[config.mk]
export PLATFORM = sky130hd
export DESIGN_NAME = vconv_line_fir
export DESIGN_NICKNAME = d
export VERILOG_FILES = /design/src/rtl/vconv_pkg.sv /design/src/rtl/vconv_line_ram.sv /design/src/rtl/vconv_coef_bank.sv /design/src/rtl/vconv_scan_ctrl.sv /design/src/rtl/vconv_mac.sv /design/src/rtl/vconv_line_fir.sv
export SDC_FILE = /design/constraint.sdc
export NUM_CORES = 1
export LEC_CHECK = 0
export ABC_CLOCK_PERIOD_IN_PS = 9100
export BUFFER_PORTS_ARGS = -buffer_cell sky130_fd_sc_hd__buf_4
export CAP_MARGIN = 30
export CELL_PAD_IN_SITES_DETAIL_PLACEMENT = 2
export CELL_PAD_IN_SITES_GLOBAL_PLACEMENT = 2
export CORE_MARGIN = 5
export CORE_UTILIZATION = 35
export CTS_CLUSTER_SIZE = 16
export DETAILED_ROUTE_END_ITERATION = 10
export GPL_TIMING_DRIVEN = 1
export PLACE_DENSITY_LB_ADDON = 0.1
export RECOVER_POWER = 100
export SYNTH_ARGS = -nofsm -noshare
export SYNTH_HDL_FRONTEND = slang
export SYNTH_SLANG_ARGS = --single-unit
export TNS_END_PERCENT = 1
[constraint.sdc]
create_clock -name clk_i -period 9.1 [get_ports clk_i]
set_input_delay 2.275 -clock clk_i [delete_from_list [all_inputs] [get_ports clk_i]]
set_output_delay 2.275 -clock clk_i [all_outputs]
set_load 0.05 [all_outputs]
[src/rtl/vconv_pkg.sv]
package vconv_pkg;
  function automatic int acc_width(int dw, int cw, int taps);
    return dw + cw + ((taps > 1) ? $clog2(taps) : 0);
  endfunction
endpackage

[src/rtl/vconv_line_ram.sv]
module vconv_line_ram #(
  parameter int DATA_W = 8,
  parameter int DEPTH  = 14,
  localparam int AW    = (DEPTH > 1) ? $clog2(DEPTH) : 1
) (
  input  logic              clk_i,
  input  logic              rd_en_i,
  input  logic [AW-1:0]     rd_addr_i,
  input  logic              wr_en_i,
  input  logic [AW-1:0]     wr_addr_i,
  input  logic [DATA_W-1:0] wr_data_i,
  output logic [DATA_W-1:0] rd_data_o
);
  logic [DATA_W-1:0] mem [DEPTH];
  logic [DATA_W-1:0] rd_q;

  // write-first: a read colliding with the write returns the new word
  always_ff @(posedge clk_i) begin
    if (wr_en_i) mem[wr_addr_i] <= wr_data_i;
    if (rd_en_i) rd_q <= (wr_en_i && (wr_addr_i == rd_addr_i)) ? wr_data_i : mem[rd_addr_i];
  end

  assign rd_data_o = rd_q;
endmodule

[src/rtl/vconv_coef_bank.sv]
module vconv_coef_bank #(
  parameter int TAPS   = 3,
  parameter int COEF_W = 8,
  localparam int SEL_W = (TAPS > 1) ? $clog2(TAPS) : 1
) (
  input  logic                         clk_i,
  input  logic                         rst_ni,
  input  logic                         we_i,
  input  logic [SEL_W-1:0]             sel_i,
  input  logic [COEF_W-1:0]            data_i,
  output logic [TAPS-1:0][COEF_W-1:0]  coefs_o
);
  for (genvar g = 0; g < TAPS; g++) begin : g_slot
    always_ff @(posedge clk_i or negedge rst_ni) begin
      if (!rst_ni)                              coefs_o[g] <= '0;
      else if (we_i && (sel_i == SEL_W'(g)))    coefs_o[g] <= data_i;
    end
  end
endmodule

[src/rtl/vconv_scan_ctrl.sv]
module vconv_scan_ctrl #(
  parameter int TAPS  = 3,
  parameter int COL_W = 5,
  parameter int ROW_W = 7
) (
  input  logic             clk_i,
  input  logic             rst_ni,
  input  logic             sof_i,
  input  logic             fire_i,
  input  logic [COL_W-1:0] line_len_i,
  input  logic [ROW_W-1:0] height_i,
  output logic [COL_W-1:0] eff_col_o,
  output logic             emit_o,
  output logic [COL_W-1:0] col_q_o,
  output logic [ROW_W-1:0] line_q_o
);
  logic [COL_W-1:0] col_q;
  logic [ROW_W-1:0] line_q;
  logic [ROW_W-1:0] eff_line;
  logic             last_col, last_line;

  assign eff_col_o = sof_i ? '0 : col_q;
  assign eff_line  = sof_i ? '0 : line_q;
  assign last_col  = (eff_col_o == line_len_i - COL_W'(1));
  assign last_line = (eff_line == height_i - ROW_W'(1));
  assign emit_o    = (eff_line >= ROW_W'(TAPS - 1));

  always_ff @(posedge clk_i or negedge rst_ni) begin
    if (!rst_ni) begin
      col_q  <= '0;
      line_q <= '0;
    end else if (fire_i) begin
      col_q  <= last_col ? '0 : eff_col_o + COL_W'(1);
      line_q <= !last_col ? eff_line : (last_line ? '0 : eff_line + ROW_W'(1));
    end else if (sof_i) begin
      col_q  <= '0;
      line_q <= '0;
    end
  end

  assign col_q_o  = col_q;
  assign line_q_o = line_q;
endmodule

[src/rtl/vconv_mac.sv]
module vconv_mac #(
  parameter int TAPS   = 3,
  parameter int DATA_W = 8,
  parameter int COEF_W = 8,
  parameter int ACC_W  = 18
) (
  input  logic                        clk_i,
  input  logic                        rst_ni,
  input  logic                        en_i,
  input  logic                        load_i,
  input  logic [TAPS-1:0][DATA_W-1:0] taps_i,
  input  logic [TAPS-1:0][COEF_W-1:0] coefs_i,
  output logic                        out_valid_o,
  output logic [ACC_W-1:0]            out_data_o
);
  logic [ACC_W-1:0] acc;

  always_comb begin
    acc = '0;
    for (int i = 0; i < TAPS; i++) begin
      acc = acc + ACC_W'(taps_i[i]) * ACC_W'(coefs_i[i]);
    end
  end

  always_ff @(posedge clk_i or negedge rst_ni) begin
    if (!rst_ni) begin
      out_valid_o <= 1'b0;
      out_data_o  <= '0;
    end else if (en_i) begin
      out_valid_o <= load_i;
      if (load_i) out_data_o <= acc;
    end
  end
endmodule

[src/rtl/vconv_line_fir.sv]
module vconv_line_fir #(
  parameter int TAPS       = 3,
  parameter int DATA_W     = 8,
  parameter int COEF_W     = 8,
  parameter int MAX_WIDTH  = 16,
  parameter int MAX_HEIGHT = 64,
  localparam int COL_W = $clog2(MAX_WIDTH + 1),
  localparam int ROW_W = $clog2(MAX_HEIGHT + 1),
  localparam int SEL_W = (TAPS > 1) ? $clog2(TAPS) : 1,
  localparam int ACC_W = vconv_pkg::acc_width(DATA_W, COEF_W, TAPS),
  localparam int DEPTH = MAX_WIDTH - (TAPS - 1),
  localparam int AW    = (DEPTH > 1) ? $clog2(DEPTH) : 1
) (
  input  logic              clk_i,
  input  logic              rst_ni,
  input  logic [COL_W-1:0]  img_width_i,
  input  logic [ROW_W-1:0]  img_height_i,
  input  logic              coef_we_i,
  input  logic [SEL_W-1:0]  coef_sel_i,
  input  logic [COEF_W-1:0] coef_i,
  input  logic              sof_i,
  input  logic              in_valid_i,
  output logic              in_ready_o,
  input  logic [DATA_W-1:0] in_data_i,
  output logic              out_valid_o,
  input  logic              out_ready_i,
  output logic [ACC_W-1:0]  out_data_o
);
  logic                        en, fire, emit_ok;
  logic [COL_W-1:0]            line_len, eff_col, ctrl_col;
  logic [ROW_W-1:0]            ctrl_line;
  logic                        s1_valid, s1_emit;
  logic [DATA_W-1:0]           s1_data;
  logic [AW-1:0]               s1_addr;
  logic [TAPS-1:0][DATA_W-1:0] taps;
  logic [TAPS-1:0][COEF_W-1:0] coefs;

  assign line_len   = img_width_i - COL_W'(TAPS - 1);
  assign en         = !(out_valid_o && !out_ready_i);
  assign in_ready_o = en;
  assign fire       = in_valid_i && en;

  vconv_scan_ctrl #(.TAPS(TAPS), .COL_W(COL_W), .ROW_W(ROW_W)) u_ctrl (
    .clk_i      (clk_i),
    .rst_ni     (rst_ni),
    .sof_i      (sof_i),
    .fire_i     (fire),
    .line_len_i (line_len),
    .height_i   (img_height_i),
    .eff_col_o  (eff_col),
    .emit_o     (emit_ok),
    .col_q_o    (ctrl_col),
    .line_q_o   (ctrl_line)
  );

  vconv_coef_bank #(.TAPS(TAPS), .COEF_W(COEF_W)) u_coef (
    .clk_i   (clk_i),
    .rst_ni  (rst_ni),
    .we_i    (coef_we_i),
    .sel_i   (coef_sel_i),
    .data_i  (coef_i),
    .coefs_o (coefs)
  );

  always_ff @(posedge clk_i or negedge rst_ni) begin
    if (!rst_ni) begin
      s1_valid <= 1'b0;
      s1_emit  <= 1'b0;
      s1_data  <= '0;
      s1_addr  <= '0;
    end else if (en) begin
      s1_valid <= fire;
      s1_emit  <= fire && emit_ok;
      if (fire) begin
        s1_data <= in_data_i;
        s1_addr <= eff_col[AW-1:0];
      end
    end
  end

  // memory g holds the line TAPS-1-g lines above the current one
  for (genvar g = 0; g < TAPS - 1; g++) begin : g_line
    vconv_line_ram #(.DATA_W(DATA_W), .DEPTH(DEPTH)) u_ram (
      .clk_i     (clk_i),
      .rd_en_i   (fire),
      .rd_addr_i (eff_col[AW-1:0]),
      .wr_en_i   (en && s1_valid),
      .wr_addr_i (s1_addr),
      .wr_data_i (taps[g+1]),
      .rd_data_o (taps[g])
    );
  end
  assign taps[TAPS-1] = s1_data;

  vconv_mac #(.TAPS(TAPS), .DATA_W(DATA_W), .COEF_W(COEF_W), .ACC_W(ACC_W)) u_mac (
    .clk_i       (clk_i),
    .rst_ni      (rst_ni),
    .en_i        (en),
    .load_i      (s1_valid && s1_emit),
    .taps_i      (taps),
    .coefs_i     (coefs),
    .out_valid_o (out_valid_o),
    .out_data_o  (out_data_o)
  );
endmodule

== After elaboration in Yosys (flattened, before gate mapping) ==
Memory sizes are Yosys's and may differ from the RTL's. A register that Yosys moved wholly into a read port is not among the register bits.
Cells that the tools add are included.

* Output and inout bits: 20
* Memories: 2
* Bits in read-only memories: 0
* Bits in latches: 0
* Bits of input ports: 36
* Memory bits (writable): 224
* Flip-flop bits (word level): 69
* Word-level logic and storage cells: 51

{| class="wikitable"
|+ Memories
! memory !! words !! bits a word !! rd ports !! clocked after Yosys merged registers in !! wr ports !! RTL line !! RTL
|-
| g_line[0].u_ram.mem || 14 || 8 || 1 || 1 || 1 || vconv_line_ram.sv:14 || <nowiki>logic [DATA_W-1:0] mem [DEPTH];</nowiki>
|-
| g_line[1].u_ram.mem || 14 || 8 || 1 || 1 || 1 || vconv_line_ram.sv:14 ||
|}

* $mul: 3
* Reduce and logical (&&, ||, !) cells: 13
* Equal/unequal tests: 4
* Multiplexer cells: 9
* Order comparisons: 1
* Divide/modulo/power cells: 0
* Bitwise operators: 1
* Shifts and indexed selects: 0
* Add/sub/neg operators: 7

{| class="wikitable"
|+ Operators with widths
! operator !! count
|-
| 8-bit by 8-bit multiplier with 16-bit output || 3
|-
| 7-bit two-way mux || 4
|-
| 18-bit by 16-bit adder with 18-bit output || 1
|-
| 16-bit by 16-bit adder with 17-bit output || 1
|-
| 5-bit two-way mux || 3
|-
| 1-bit logical AND || 8
|-
| 7-bit by 1-bit adder with 7-bit output (second input constant) || 1
|-
| 7-bit equality test || 1
|-
| 7-bit by 2-bit >= comparator with 1-bit output (second input constant) || 1
|-
| 7-bit by 1-bit subtractor with 7-bit output (second input constant) || 1
|-
| 5-bit by 1-bit adder with 5-bit output (second input constant) || 1
|-
| 5-bit equality test || 1
|-
| 5-bit by 1-bit subtractor with 5-bit output (second input constant) || 1
|-
| 5-bit by 2-bit subtractor with 5-bit output (second input constant) || 1
|-
| 2-bit AND reduction || 2
|-
| 2-bit by 1-bit equality test with 1-bit output (second input constant) || 1
|-
| 2-bit equality test (second input constant) || 1
|-
| 1-bit zero test || 2
|-
| 2-bit zero test || 1
|-
| 1-bit two-way mux || 2
|-
| 1-bit inverter || 1
|}

== Logic depth before layout (Yosys ltp) ==
* Word-level depth: 6
* Gate-level depth with buffers: 32
* Mapped depth without buffers: 32

== By module ==
A second synthesis with hierarchy kept.

* Cells, all modules: 1,559
* Area, all modules: 20,110.5 um2

{| class="wikitable"
|+ By module, submodules not included
! module !! cells an instance !! times used !! sequential area each (um2) !! area each (um2)
|-
| vconv_line_ram || 249 || 2 || 3,603.5 || 4,879.7
|-
| vconv_mac || 837 || 1 || 475.5 || 7,653.6
|-
| vconv_scan_ctrl || 129 || 1 || 300.3 || 1,151.1
|-
| vconv_coef_bank || 51 || 1 || 600.6 || 912.1
|-
| vconv_line_fir || 44 || 1 || 350.3 || 634.4
|}

== Worst setup path after synthesis ==
No wires, ideal clock.

* Path type: flip-flop to flip-flop
* From: reg g_line[1].u_ram.rd_q[2] (read register of g_line[1].u_ram.mem)
* To: reg u_mac.out_data_o[17]
* Path buffers: 1
* Path slack: 918 ps
* Arrival time: 8,047 ps
* Data required time: 8,966 ps
* Clock period less this slack: 8,182 ps
* Stages on the path, launching flop included: 29
* Library setup time: 134 ps
* Path through: edfxtp_1 clkbuf_1 nand2_1 fa_1 fa_1 fa_1 fa_1 fa_1 fa_1 inv_1 ha_1 o21a_1 o31a_1 a21o_1 fa_1 inv_1 fa_1 inv_1 fa_1 fa_1 inv_1 ha_1 o21ai_0 a21oi_1 o41ai_1 o21ai_0 o41ai_1 xor2_1 o21ai_0

* Longest elaborated chain between the ends: 3

{| class="wikitable"
|+ Ends and longest elaborated chain
! element !! RTL line !! RTL
|-
| start, declared || vconv_line_ram.sv:15 || <nowiki>logic [DATA_W-1:0] rd_q;</nowiki>
|-
| 8-bit by 8-bit multiplier with 16-bit output || vconv_mac.sv:21 || <nowiki>acc = acc + ACC_W'(taps_i[i]) * ACC_W'(coefs_i[i]);</nowiki>
|-
| 16-bit by 16-bit adder with 17-bit output || vconv_mac.sv:21 ||
|-
| 18-bit by 16-bit adder with 18-bit output || vconv_mac.sv:21 ||
|-
| end signal, assigned || vconv_mac.sv:28 || <nowiki>out_data_o <= '0;</nowiki>
|-
| end signal, assigned || vconv_mac.sv:31 || <nowiki>if (load_i) out_data_o <= acc;</nowiki>
|-
| end, declared || vconv_mac.sv:14 || <nowiki>output logic [ACC_W-1:0] out_data_o</nowiki>
|}

No other way between the ends.
A chain may end at the register's enable or synchronous reset.

== Worst setup path in the final report ==
* From: reg g_line[0].u_ram.rd_q[4] (read register of g_line[0].u_ram.mem)
* To: reg u_mac.out_data_o[17]

* Longest elaborated chain between the ends: 3

{| class="wikitable"
|+ Ends and longest elaborated chain
! element !! RTL line
|-
| start, declared || vconv_line_ram.sv:15
|-
| 8-bit by 8-bit multiplier with 16-bit output || vconv_mac.sv:21
|-
| 16-bit by 16-bit adder with 17-bit output || vconv_mac.sv:21
|-
| 18-bit by 16-bit adder with 18-bit output || vconv_mac.sv:21
|}

No other way between the ends.

==> impl_metrics.env <==
export IMPL_crit_end="u_mac.out_data_o[17]"
export IMPL_dp_hpwl_um=40280
export IMPL_timing_final_crit_share_pct=95.35
export IMPL_vias=12830
export IMPL_grt_max_degree=43
export IMPL_cts_tree="yes"
export IMPL_die_h_um=247.4
export IMPL_max_stage_delay_ns=0.55
export IMPL_synth_seq_cells=309
export IMPL_synthArstFlopShare_pct=22.33
export IMPL_period_minus_slack_ns=8.677
export IMPL_fmax_mhz=115.2
export IMPL_violations="capacitance limit, slew limit"
export IMPL_die_x_um=247.4
export IMPL_drc=0
export IMPL_cp_start_kind="flop"
export IMPL_synth_warnings=0
export IMPL_wl_per_cell_um=21.94
export IMPL_gp_congestion=0.7723
export IMPL_setup_viol=0
export IMPL_cts_root_buf="clkbuf_16"
export IMPL_status="complete, but fails checks"
export IMPL_worst_r2r_setup_slack_ns=0.42
export IMPL_cap_violations=7
export IMPL_rows=87
export IMPL_cpMostUsedCell="fa_1"
export IMPL_required_ns=9.53
export IMPL_criticalPathCategory="flop to flop"
export IMPL_end_kind="flop"
export IMPL_yosysUniqueCellTypes=58
export IMPL_worst_pin_slew_ns=2.480
export IMPL_multiInputGateArea_mm2=0.009708
export IMPL_grt_first_pass_wirelength_um=87620
export IMPL_die_area_mm2=0.06120
export IMPL_drt_iter0_drc=490
export IMPL_core_area_mm2=0.05606
export IMPL_hold_start="u_mac.out_data_o[5]"
export IMPL_final_setup_skew_ns=0.01436
export IMPL_path_clk_slew_ns=0.06
export IMPL_slew_headroom_pct=-65.32
export IMPL_worstPathArrival_ns=9.11
export IMPL_startpoint="g_line[0].u_ram.rd_data_o[4]"
export IMPL_syn_area_mm2=0.01973
export IMPL_antenna_found_initial=1
export IMPL_synth_edf_count=240
export IMPL_slew_violations=191
export IMPL_cts_resized=0
export IMPL_clock_latency_ns=0.55
export IMPL_cts_setup_buffers=0
export IMPL_clkSinkCount=309
export IMPL_cts_hold_buf=0
export IMPL_syn_num_nets=1982
export IMPL_fillerInstances=5827
export IMPL_synth_main_ff_cell="edfxtp_1"
export IMPL_ff2ff_path_depth=29
export IMPL_worstHoldPathType="flop to flop"
export IMPL_grt_pass1_vias=14640
export IMPL_ff_latch_area_mm2=0.008937
export IMPL_start_util_pct=35.19
export IMPL_syn_inst=1689
export IMPL_rr_endpoint="u_mac.out_data_o[17]"
export IMPL_cts_buffer_depth=3
export IMPL_r2r_start="g_line[0].u_ram.rd_data_o[4]"
export IMPL_grt_overflow=0
export IMPL_numCtsBuffers=38
export IMPL_areaGrowthSynthToFinish_pct=12.71
export IMPL_hold_ws_ns=0.4827
export IMPL_syn_avg_cell_area_um2=11.68
export IMPL_cp_max_fo=8
export IMPL_ant_nets=0
export IMPL_fin_nets=2063
export IMPL_wl_um=55940
export IMPL_track_usage_pct=18.63
export IMPL_ys_seq_area_share_pct=45.29
export IMPL_slowest_stage="fa_1"
export IMPL_pin_count=56
export IMPL_hold_violations=0
export IMPL_htreeDepth=2
export IMPL_drt_pre_antenna_iters=5
export IMPL_routed_via_density=5.030
export IMPL_portBuffers=55
export IMPL_final_layout_size_suffix_gt1_share_pct=10.88
[metrics by stage]
stage	utilization (%)	setup TNS, ns	cells	setup slack, ns	area [um^2]
CTS	40.19	0	2549	0.1041	22530
global route	39.65	-0.008134	2549	-0.008134	22230
detailed placement	38.10	0	2486	0.1309	21360
finish	39.66	0	2550	0.4231	22230
floorplan	-	0	1689	0.9183	19730
global placement	37.87	0	2479	0.3284	21230
[layer usage]
layer	GRT usage, %	vias to the layer above	routed length (um)
met4	3.101	0	799
met3	2.305	56	1305
met1	24.67	6771	24770
met5	0	-	0
li1	-	5884	-
met2	33.46	116	29060
[kinds of logic (layout without fill, tap and decap cells)]
group                      count (synthesis)  in the layout  synth area share [%]
DFF                                      309            309                 45.29
AOI/OAI and AO/OA                        235            235                 7.593
buffers and inverters                    295            399                 5.664
muxes                                    125            125                 6.825
other                                      0              1                     0
and+or+nand+nor                          426            426                 10.72
xor gates and xnor gates                  42             42                 2.011
adders and majority gates                257            257                 21.90
[area by class of cell]
type / count / area share (%)
diodes: 1 / 0.01126
clock buffers: 41 / 4.328
clock inverters: 22 / 0.9398
inverters: 229 / 3.866
multi-input cells: 1085 / 43.67
flip-flops and latches: 309 / 40.20
well taps: 756 / 4.255
repair buffers: 107 / 2.735
[worst max-delay path, delay by kind of cell (launching register included)]
family	cells	cell delay [ns]
XOR/XNOR	2	0.35
buffers and inverters	5	0.26
AND/OR/NAND/NOR	1	0.23
flip-flops	1	0.49
adder cells (fa/ha/maj)	12	5.43
AO/OA/AOI/OAI	9	1.80
[cells in the mapped netlist (2+ instances only)]
library cell	count	area [um^2]
buf_2	8	40.04
nand4_1	3	18.77
and2_1	114	713.2
nor3b_1	6	45.04
o41ai_1	3	26.28
a211oi_1	18	135.1
inv_1	229	859.6
and3_1	6	37.54
buf_1	10	37.54
a21oi_1	37	185.2
o22ai_1	17	106.4
nand2_1	160	600.6
a221oi_1	16	140.1
o211ai_1	3	22.52
o21a_1	21	157.7
fa_1	147	2943
o21ai_0	89	445.4
mux2_2	76	855.8
nor3_1	12	60.06
clkbuf_1	48	180.2
xnor2_1	21	183.9
xor2_1	19	166.4
nand3_1	27	135.1
or3_1	4	25.02
ha_1	110	1376
nor2_1	53	198.9
o21bai_1	4	30.03
o31ai_1	3	22.52
nor2b_1	10	62.56
o21ai_1	3	15.01
edfxtp_1	240	7207
dfrtp_1	69	1727
nor4_1	3	18.77
a31oi_1	2	12.51
nand3b_1	5	37.54
nand2b_1	16	100.1
a21o_1	8	60.06
mux2i_1	49	490.5
[layout by cell type (no fill, tap or decap), types with 4 or more instances in the layout]
master,instances
edfxtp_1,240
inv_1,229
nand2_1,160
fa_1,147
and2_1,110
ha_1,110
o21ai_0,91
mux2_2,71
dfrtp_1,66
clkbuf_1,57
nor2_1,52
buf_4,51
mux2i_1,49
clkbuf_16,38
a21oi_1,37
nand3_1,27
o21a_1,21
xnor2_1,21
xor2_1,19
a211oi_1,18
o22ai_1,17
nand2b_1,16
a221oi_1,16
nor3_1,12
nor2b_1,9
a21o_1,8
clkinv_2,8
and3_1,6
nor3b_1,6
mux2_1,5
nand3b_1,5
clkinv_1,5
o21bai_1,4
and2_0,4
or3_1,4
[how the worst min path moves through the flow]
stage,cells after the start,slack (ns),end
global placement,2,0.47,u_mac.out_data_o[13]
global route,2,0.51,u_mac.out_data_o[13]
detailed placement,2,0.48,u_mac.out_data_o[5]
CTS,2,0.49,u_mac.out_data_o[5]
floorplan,2,0.51,s1_emit
finish,2,0.48,u_mac.out_data_o[5]
[state kept, by name, summed over array words and instances, names as in the netlist]
| register | flops |
|---|---|
| g_line.u_ram.mem | 224 |
| u_coef.coefs_o | 24 |
| u_mac.out_data_o | 18 |
| g_line.u_ram.rd_data_o | 16 |
| s1_data | 8 |
| u_ctrl.line_q_o | 7 |
| u_ctrl.col_q_o | 5 |
| s1_addr | 4 |
| s1_emit | 1 |
| s1_valid | 1 |
| u_mac.out_valid_o | 1 |
Power is left out: the tool's default activity adds up to more than one toggle a clock period on the data nets, which glitch-free logic cannot reach.
